==> config.mk <==
export PLATFORM = sky130hd
export DESIGN_NAME = irq_aggr_ctrl
export DESIGN_NICKNAME = d
export VERILOG_FILES = /design/src/rtl/irq_aggr_pkg.sv /design/src/rtl/irq_sec_bank.sv /design/src/rtl/irq_group_or.sv /design/src/rtl/irq_pin_drv.sv /design/src/rtl/irq_aggr_ctrl.sv
export SDC_FILE = /design/constraint.sdc
export NUM_CORES = 1
export LEC_CHECK = 0
export CAP_MARGIN = 20
export CORE_MARGIN = 2
export CORE_UTILIZATION = 51
export DETAILED_ROUTE_END_ITERATION = 8
export GPL_ROUTABILITY_DRIVEN = 0
export PLACE_DENSITY = 0.77
export SYNTH_ARGS = -nofsm -noshare
export SYNTH_HDL_FRONTEND = slang
export SYNTH_HIERARCHICAL = 1
export SYNTH_SLANG_ARGS = --single-unit
==> constraint.sdc <==
create_clock -name clk_i -period 2 [get_ports clk_i]
set_clock_uncertainty 0.2 [all_clocks]
set_input_delay 0.4 -clock clk_i [delete_from_list [all_inputs] [get_ports clk_i]]
set_output_delay 0.4 -clock clk_i [all_outputs]
set_load 0.1 [all_outputs]
==> src/rtl/irq_aggr_pkg.sv <==
package irq_aggr_pkg;

  localparam int unsigned NUM_SEC = 5;
  localparam int unsigned SEC_W   = 16;
  localparam int unsigned ADDR_W  = 5;

  typedef enum int unsigned {
    GRP_TEMP  = 0,
    GRP_ONKEY = 1,
    GRP_PWR   = 2,
    GRP_WDOG  = 3,
    GRP_RTC   = 4,
    GRP_PEN   = 5,
    GRP_TDATA = 6,
    GRP_ADC   = 7,
    GRP_CHG   = 8,
    GRP_CSINK = 9,
    GRP_UV    = 10,
    GRP_HICUR = 11,
    GRP_GPIO  = 12,
    GRP_COUNT = 13
  } grp_e;

  localparam int unsigned NUM_GRP = GRP_COUNT;

  localparam logic [ADDR_W-1:0] ADR_PRIM  = 5'h00;
  localparam logic [ADDR_W-1:0] ADR_PMASK = 5'h01;
  localparam logic [ADDR_W-1:0] ADR_CFG   = 5'h02;
  localparam logic [ADDR_W-1:0] ADR_STAT0 = 5'h08;
  localparam logic [ADDR_W-1:0] ADR_MASK0 = 5'h10;

  // source bits of secondary register sec that feed group grp
  function automatic logic [SEC_W-1:0] src_map(int unsigned sec, grp_e grp);
    logic [SEC_W-1:0] m;
    m = '0;
    case (sec)
      0: case (grp)
           GRP_TEMP:  m = 16'h0001;
           GRP_ONKEY: m = 16'h0002;
           GRP_PWR:   m = 16'h001C;
           GRP_WDOG:  m = 16'h0020;
           GRP_RTC:   m = 16'h00C0;
           GRP_PEN:   m = 16'h0100;
           GRP_TDATA: m = 16'h0200;
           GRP_ADC:   m = 16'h7C00;
           default:   m = '0;
         endcase
      1: case (grp)
           GRP_CHG:   m = 16'h00FF;
           GRP_CSINK: m = 16'h0300;
           default:   m = '0;
         endcase
      2: case (grp)
           GRP_UV:    m = 16'h03FF;
           default:   m = '0;
         endcase
      3: case (grp)
           GRP_UV:    m = 16'h000F;
           GRP_HICUR: m = 16'h0030;
           default:   m = '0;
         endcase
      4: case (grp)
           GRP_GPIO:  m = 16'hFFFF;
           default:   m = '0;
         endcase
      default: m = '0;
    endcase
    return m;
  endfunction

  function automatic logic [SEC_W-1:0] sec_valid(int unsigned sec);
    logic [SEC_W-1:0] v;
    v = '0;
    for (int unsigned g = 0; g < NUM_GRP; g++) v |= src_map(sec, grp_e'(g));
    return v;
  endfunction

endpackage

==> src/rtl/irq_sec_bank.sv <==
module irq_sec_bank #(
  parameter int unsigned      W     = 16,
  parameter logic [W-1:0]     VALID = '1
) (
  input  logic         clk_i,
  input  logic         rst_ni,
  input  logic [W-1:0] evt_i,
  input  logic         stat_we_i,
  input  logic         mask_we_i,
  input  logic [W-1:0] wdata_i,
  output logic [W-1:0] stat_o,
  output logic [W-1:0] mask_o,
  output logic [W-1:0] pend_o
);

  logic [W-1:0] stat_q, mask_q, clr, set;

  assign clr = stat_we_i ? wdata_i : '0;
  assign set = evt_i & VALID;

  // set after clear: a pulse coinciding with an acknowledge survives
  always_ff @(posedge clk_i or negedge rst_ni) begin
    if (!rst_ni) stat_q <= '0;
    else         stat_q <= (stat_q & ~clr) | set;
  end

  always_ff @(posedge clk_i or negedge rst_ni) begin
    if (!rst_ni)        mask_q <= '1;
    else if (mask_we_i) mask_q <= wdata_i;
  end

  assign stat_o = stat_q;
  assign mask_o = mask_q;
  assign pend_o = stat_q & ~mask_q;

  AST_EVT_LANDS: assert property (@(posedge clk_i) disable iff (!rst_ni)
    (|set) |=> ((stat_o & $past(evt_i & VALID)) == $past(evt_i & VALID)));

  AST_FALL_ONLY_BY_WRITE: assert property (@(posedge clk_i) disable iff (!rst_ni)
    !stat_we_i |=> ((~stat_o & $past(stat_o)) == '0));

  AST_W1C_CLEARS: assert property (@(posedge clk_i) disable iff (!rst_ni)
    (stat_we_i && evt_i == '0) |=> ((stat_o & $past(wdata_i)) == '0));

  AST_HOLD_IDLE: assert property (@(posedge clk_i) disable iff (!rst_ni)
    (!stat_we_i && evt_i == '0) |=> $stable(stat_o));

endmodule

==> src/rtl/irq_group_or.sv <==
module irq_group_or
  import irq_aggr_pkg::*;
(
  input  logic [NUM_SEC-1:0][SEC_W-1:0] pend_i,
  output logic [NUM_GRP-1:0]            prim_o
);

  always_comb begin
    for (int unsigned g = 0; g < NUM_GRP; g++) begin
      prim_o[g] = 1'b0;
      for (int unsigned s = 0; s < NUM_SEC; s++)
        prim_o[g] = prim_o[g] | (|(pend_i[s] & src_map(s, grp_e'(g))));
    end
  end

endmodule

==> src/rtl/irq_pin_drv.sv <==
module irq_pin_drv (
  input  logic active_i,
  input  logic od_sel_i,
  output logic irq_n_o,
  output logic irq_oe_o
);

  // open-drain: level pinned low, enable carries the request
  assign irq_n_o  = od_sel_i ? 1'b0 : ~active_i;
  assign irq_oe_o = od_sel_i ? active_i : 1'b1;

endmodule

==> src/rtl/irq_aggr_ctrl.sv <==
module irq_aggr_ctrl
  import irq_aggr_pkg::*;
(
  input  logic                     clk_i,
  input  logic                     rst_ni,
  input  logic [NUM_SEC*SEC_W-1:0] evt_i,
  input  logic                     wr_en_i,
  input  logic                     rd_en_i,
  input  logic [ADDR_W-1:0]        addr_i,
  input  logic [SEC_W-1:0]         wdata_i,
  output logic [SEC_W-1:0]         rdata_o,
  output logic                     rvalid_o,
  output logic                     irq_n_o,
  output logic                     irq_oe_o
);

  logic [NUM_SEC-1:0][SEC_W-1:0] stat, msk, pend;
  logic [NUM_GRP-1:0]            prim, pmask_q;
  logic                          cfg_od_q;
  logic                          active;
  logic [SEC_W-1:0]              rd_mux;

  for (genvar s = 0; s < NUM_SEC; s++) begin : g_sec
    logic stat_we, mask_we;
    assign stat_we = wr_en_i && (addr_i == ADR_STAT0 + ADDR_W'(s));
    assign mask_we = wr_en_i && (addr_i == ADR_MASK0 + ADDR_W'(s));

    irq_sec_bank #(
      .W     (SEC_W),
      .VALID (sec_valid(s))
    ) u_bank (
      .clk_i     (clk_i),
      .rst_ni    (rst_ni),
      .evt_i     (evt_i[s*SEC_W +: SEC_W]),
      .stat_we_i (stat_we),
      .mask_we_i (mask_we),
      .wdata_i   (wdata_i),
      .stat_o    (stat[s]),
      .mask_o    (msk[s]),
      .pend_o    (pend[s])
    );
  end

  irq_group_or u_or (
    .pend_i (pend),
    .prim_o (prim)
  );

  always_ff @(posedge clk_i or negedge rst_ni) begin
    if (!rst_ni) begin
      pmask_q  <= '1;
      cfg_od_q <= 1'b0;
    end else if (wr_en_i) begin
      if (addr_i == ADR_PMASK) pmask_q  <= wdata_i[NUM_GRP-1:0];
      if (addr_i == ADR_CFG)   cfg_od_q <= wdata_i[0];
    end
  end

  assign active = |(prim & ~pmask_q);

  irq_pin_drv u_pin (
    .active_i (active),
    .od_sel_i (cfg_od_q),
    .irq_n_o  (irq_n_o),
    .irq_oe_o (irq_oe_o)
  );

  always_comb begin
    rd_mux = '0;
    if (addr_i == ADR_PRIM)  rd_mux = SEC_W'(prim);
    if (addr_i == ADR_PMASK) rd_mux = SEC_W'(pmask_q);
    if (addr_i == ADR_CFG)   rd_mux = SEC_W'(cfg_od_q);
    for (int unsigned s = 0; s < NUM_SEC; s++) begin
      if (addr_i == ADR_STAT0 + ADDR_W'(s)) rd_mux = stat[s];
      if (addr_i == ADR_MASK0 + ADDR_W'(s)) rd_mux = msk[s];
    end
  end

  always_ff @(posedge clk_i or negedge rst_ni) begin
    if (!rst_ni) begin
      rdata_o  <= '0;
      rvalid_o <= 1'b0;
    end else begin
      rvalid_o <= rd_en_i;
      if (rd_en_i) rdata_o <= rd_mux;
    end
  end

  AST_PP_PIN: assert property (@(posedge clk_i) disable iff (!rst_ni)
    !cfg_od_q |-> (irq_oe_o && (irq_n_o == ~|(prim & ~pmask_q))));

  AST_OD_PIN: assert property (@(posedge clk_i) disable iff (!rst_ni)
    cfg_od_q |-> (!irq_n_o && (irq_oe_o == |(prim & ~pmask_q))));

  AST_ALL_MASKED_QUIET: assert property (@(posedge clk_i) disable iff (!rst_ni)
    (&msk) |-> (prim == '0));

  AST_RD_RESP: assert property (@(posedge clk_i) disable iff (!rst_ni)
    rd_en_i |=> rvalid_o);

  AST_NO_SPUR_RESP: assert property (@(posedge clk_i) disable iff (!rst_ni)
    !rd_en_i |=> !rvalid_o);

endmodule

After elaboration in Yosys (flattened, before gate mapping) --
Cells that the tools add are included.
Cells by class: $add $sub $neg 0, $mul 0, divide/modulo/power cells 0, $lt $le $gt $ge 0, equality and inequality tests 12, shift operators 0, mux-type cells 20, bitwise operators 29, reduce and logical (&&, ||, !) cells 23
Operator list (number):
- two-way mux 16 bit | 17
- AND 16 bit | 6
- NOT 16 bit | 6
- bitwise OR 16 x 10 -> 16 bit | 2
- equality test 5 x 4 -> 1 bit, second input constant | 5
- equality test 5 bit, second input constant | 5
- AND 10 bit | 2
- NOT 10 bit | 2
- bitwise OR 16 x 15 -> 16 bit | 1
- bitwise OR 16 bit | 1
- bitwise OR 16 x 6 -> 16 bit | 1
- OR reduction 16 bit | 1
- AND 15 bit | 1
- NOT 15 bit | 1
- AND 13 bit | 1
- two-way mux 13 bit | 1
- NOT 13 bit | 1
- OR reduction 13 bit | 1
- logical AND 1 bit | 10
- OR reduction 10 bit | 1
- OR reduction 8 bit | 1
- AND 6 bit | 1
- NOT 6 bit | 1
- OR reduction 2 bit | 3
- other kinds (10) | 12
Storage, ports and cells: flip-flop bits (word level) 191, bits in latches 0, bits in writable memories 0, ROM bits 0, input port bits 105, output and inout port bits 19, word-level logic and storage cells 98, memories kept 0

Longest topological paths before layout --
depth in word-level cells 17, mapped depth 9

Cells and area by module --
Netlist, hierarchy kept.
By module, submodules not included:
- irq_aggr_ctrl | times used 1, cells an instance 458, area each 3439.5 µm², seq. area each 792.0 µm²
- irq_sec_bank (g_sec[1].u_bank ...) | times used 2, cells an instance 93, area each 1335.0 µm², seq. area each 820.8 µm²
- irq_sec_bank (g_sec[4].u_bank) | times used 1, cells an instance 100, area each 1362.6 µm², seq. area each 820.8 µm²
- irq_sec_bank (g_sec[0].u_bank) | times used 1, cells an instance 99, area each 1358.8 µm², seq. area each 820.8 µm²
- irq_sec_bank (g_sec[3].u_bank) | times used 1, cells an instance 89, area each 1317.5 µm², seq. area each 820.8 µm²
- irq_group_or | times used 1, cells an instance 25, area each 151.4 µm², seq. area each 0.0 µm²
- irq_pin_drv | times used 1, cells an instance 2, area each 10.0 µm², seq. area each 0.0 µm²

Least setup slack after synthesis --
OpenSTA, ideal clock, no wires.
path type flip-flop to output port, start point reg g_sec[4].u_bank.mask_q[2], end point out irq_n_o, arrival 2.629 ns, setup slack -1.229 ns, stages on the path, launching flop included 7, cell sequence dfstp_2 > nor2b_1 > nor4_1 > nand4_1 > a222oi_1 > nand3_1 > nor2_1
RTL lines:
- from (decl) | RTL line irq_sec_bank.sv:16 | logic [W-1:0] stat_q, mask_q, clr, set;
- from (signal assigned) | RTL line irq_sec_bank.sv:29 | else if (mask_we_i) mask_q <= wdata_i;
- to (decl) | RTL line irq_aggr_ctrl.sv:13 | output logic irq_n_o,

==> impl_results.md <==
- Layout cells sized above 1: 0.466
- RSZ-0062 raised after global routing: yes
- Worst Slack Setup Final: -1.26 ns
- Max-slew violations: 0
- Die Ht: 145 um
- Psw: 3.46 mW
- Clock slew at reported path FFs: 0.08 ns
- Yosys warning total: 6
- Worst hold-check path type: input port to async pin
- Crit end category: output port
- Fill cells: 1220
- Setup crit start kind: flop
- Final period util: 1.63
- Pin count of the biggest net entering global routing: 42
- R2R setup slack: -0.52 ns
- Chip width: 145 um
- Clock Tree Buf Depth: 2
- Post-route DRC: 0
- Setup-failing EPs final: 8
- Static Leak: 6.05 nW
- Synth Area per Inst: 10.9 um^2
- Hold Fails Final Rpt: 0
- Crit-path cells: nor2b_1, nor4_2, nand4_1, a222oi_1, nand3_1, buf_4, nor2_4, buf_12
- Clock power share: 0.302
- Arr. time, crit path: 2.66 ns
- H-tree levels: 4
- Critical path fanouts, max: 2
- Critical R2R Capture: rdata_o[12]$_DFFE_PN0P_
- Setup CP Type: flop to output port
- Ant diodes: 0
- CTS tree: built
- Final nets: 1374
- Detailed placement HPWL: 25600 um
- Vias per cell: 6.35
- 1st-pass router iterations: 8
- Cts bufs inserted: 17
- Initial core utilization: 0.521
- DR iter-0 viols: 1200
- Die area: 21100 um^2
- Post-synthesis cell area: 10200 um^2
- Setup TNS: -4.12 ns
- Sw Ratio: 0.310
- Hold Slack: 0.260 ns
- Max-cap violations: 0
- Worst R2R Path Depth: 8
- Max IR drop VDD: 0.809 mV
- Cells after Synth: 936
- GRT Residual Overflow: 0
- CORE AREA: 19500 um^2
- Root Driver: clkbuf_16
- Final wirelength: 37800 um
- CP startpoint: g_sec[4].u_bank/mask_o[9]$_DFFE_PN1P_
- Sink Count: 191
- Mapped Nets: 1041
- Ports: 124
- Slew @ Worst Pin: 0.691 ns
- Status: finished with violations
- Critical-path top delay cell: dfstp_2
- Power Internal: 7.69 mW
- Vias in the first global route: 10.1k
- Cell Rows: 51
- Vias post-DR: 9824
- Worst EP required: 1.40 ns
- Max Freq: 0.307 GHz
- Failing checks: negative setup slack
- Multi-input gate area: 5100 um^2
- Dpl ws: -0.930 ns
- Combinational share of power: 0.263
- Register Area: 4900 um^2
- WL/cell: 24.4 um
- Global-route wire length before repair: 57300 um
- CP endpoint: irq_n_o
- Gr usage total: 0.352
- Tmin final: 3.26 ns
- IO Port Bufs: 100
- PD cells: 764 nW/um^2
- Initial antenna violation count: 0
- Final antenna-violating net count: 0
- Max incr delay on CP: 0.55 ns
- Area added between synthesis and finish: 43.7%
- Clk_lat worst skew: 0.45 ns
- Seq pwr share: 0.434
- Reg2Reg Launch Point: g_sec[4].u_bank/mask_o[9]$_DFFE_PN1P_
- Final core occ: 0.748
- Rel. slew slack: 0.538
==> critical path, delay by kind of cell, from the launching register on <==
family	cells	cell delay, ns
simple gates	5	0.92
flops	1	0.55
compound gates	1	0.39
buf+inv	2	0.35
==> state kept, by name, indices dropped and copies added (netlist names) <==
signal,cells
pmask_q,13
g_sec.u_bank/stat_o,80
rdata_o,16
g_sec.u_bank/mask_o,80
rvalid_o,1
cfg_od_q,1
==> power groups by stage <==
stage / clock [mW] / combinational, mW / sequential (mW)
final: 3.37 / 2.94 / 4.85
after detailed placement: 0 / 2.64 / 4.87
after floorplan: 0 / 1.02 / 5.06
after global routing: 3.56 / 3.04 / 4.89
after CTS: 3.38 / 2.77 / 4.82
after global placement: 0 / 2.58 / 4.85
==> final cells by class <==
type,instances,share of cell area
clock buffer,18,0.0294
clock inverter,14,0.00976
inverter,17,0.00437
multi-input combinational,658,0.349
sequential,191,0.335
tap,265,0.0227
timing repair buffer,384,0.250
==> layout by cell type, fill, tap and decap left out, types with 5 or more instances in the layout <==
| cell type | instances |
|---|---|
| buf_4 | 248 |
| buf_12 | 40 |
| mux2_4 | 50 |
| o221ai_2 | 5 |
| o21ai_0 | 28 |
| o221ai_1 | 6 |
| nor4_2 | 6 |
| o21a_1 | 9 |
| o22ai_1 | 15 |
| a22oi_1 | 9 |
| nor2_1 | 38 |
| a21o_1 | 66 |
| a31oi_1 | 11 |
| a222oi_1 | 8 |
| and3_1 | 15 |
| dfstp_2 | 93 |
| buf_6 | 14 |
| nand2_1 | 68 |
| o22ai_2 | 5 |
| a221o_1 | 7 |
| nor2b_1 | 57 |
| a21boi_0 | 23 |
| clkbuf_16 | 17 |
| a21oi_1 | 49 |
| inv_8 | 5 |
| o21ai_1 | 6 |
| dfrtp_1 | 98 |
| clkdlybuf4s50_1 | 75 |
| nand4_1 | 5 |
| o22a_1 | 10 |
| nand3_1 | 17 |
| nand2b_1 | 7 |
| mux2_2 | 44 |
| inv_1 | 16 |
| nor2b_2 | 9 |
==> per-stage QoR <==
stage / total power, mW / area (um^2) / instances
floorplan: 6.08 / 10200 / 936
global placement: 7.43 / 13500 / 1497
detailed placement: 7.50 / 13500 / 1497
CTS: 11.0 / 14500 / 1547
global route: 11.5 / 14600 / 1547
finish: 11.2 / 14600 / 1547
==> routing by layer <==
| layer | up-vias | GRT usage | share of wire |
|---|---|---|---|
| li1 | 4066 | - | - |
| met1 | 4805 | 0.444 | 0.37 |
| met2 | 734 | 0.562 | 0.46 |
| met3 | 219 | 0.0830 | 0.11 |
| met4 | 0 | 0.192 | 0.067 |
| met5 | - | 0 | 0 |
==> worst min path at each step <==
stage                                                       to  slack, ns  cells after the start
after global routing      g_sec[1].u_bank/stat_o[10]$_DFF_PN0_       0.27                      2
after floorplan                           cfg_od_q$_DFFE_PN0P_       -0.1                      0
after CTS                 g_sec[1].u_bank/stat_o[12]$_DFF_PN0_       0.26                      2
after detailed placement   g_sec[1].u_bank/stat_o[8]$_DFF_PN0_       0.17                      1
after global placement     g_sec[1].u_bank/stat_o[6]$_DFF_PN0_       0.17                      1
final                     g_sec[1].u_bank/stat_o[10]$_DFF_PN0_       0.26                      2
==> repair_timing <==
item                       in CTS  in global routing
pin swaps                      25                 31
resized for setup              70                 44
buffers inserted               14                  2
hold endpoints to repair       21                  0
gates cloned                    3                  1
hold buffers                    1                  0
setup endpoints to repair     192                 93
No activity file was read; power rests on OpenSTA's default activity.
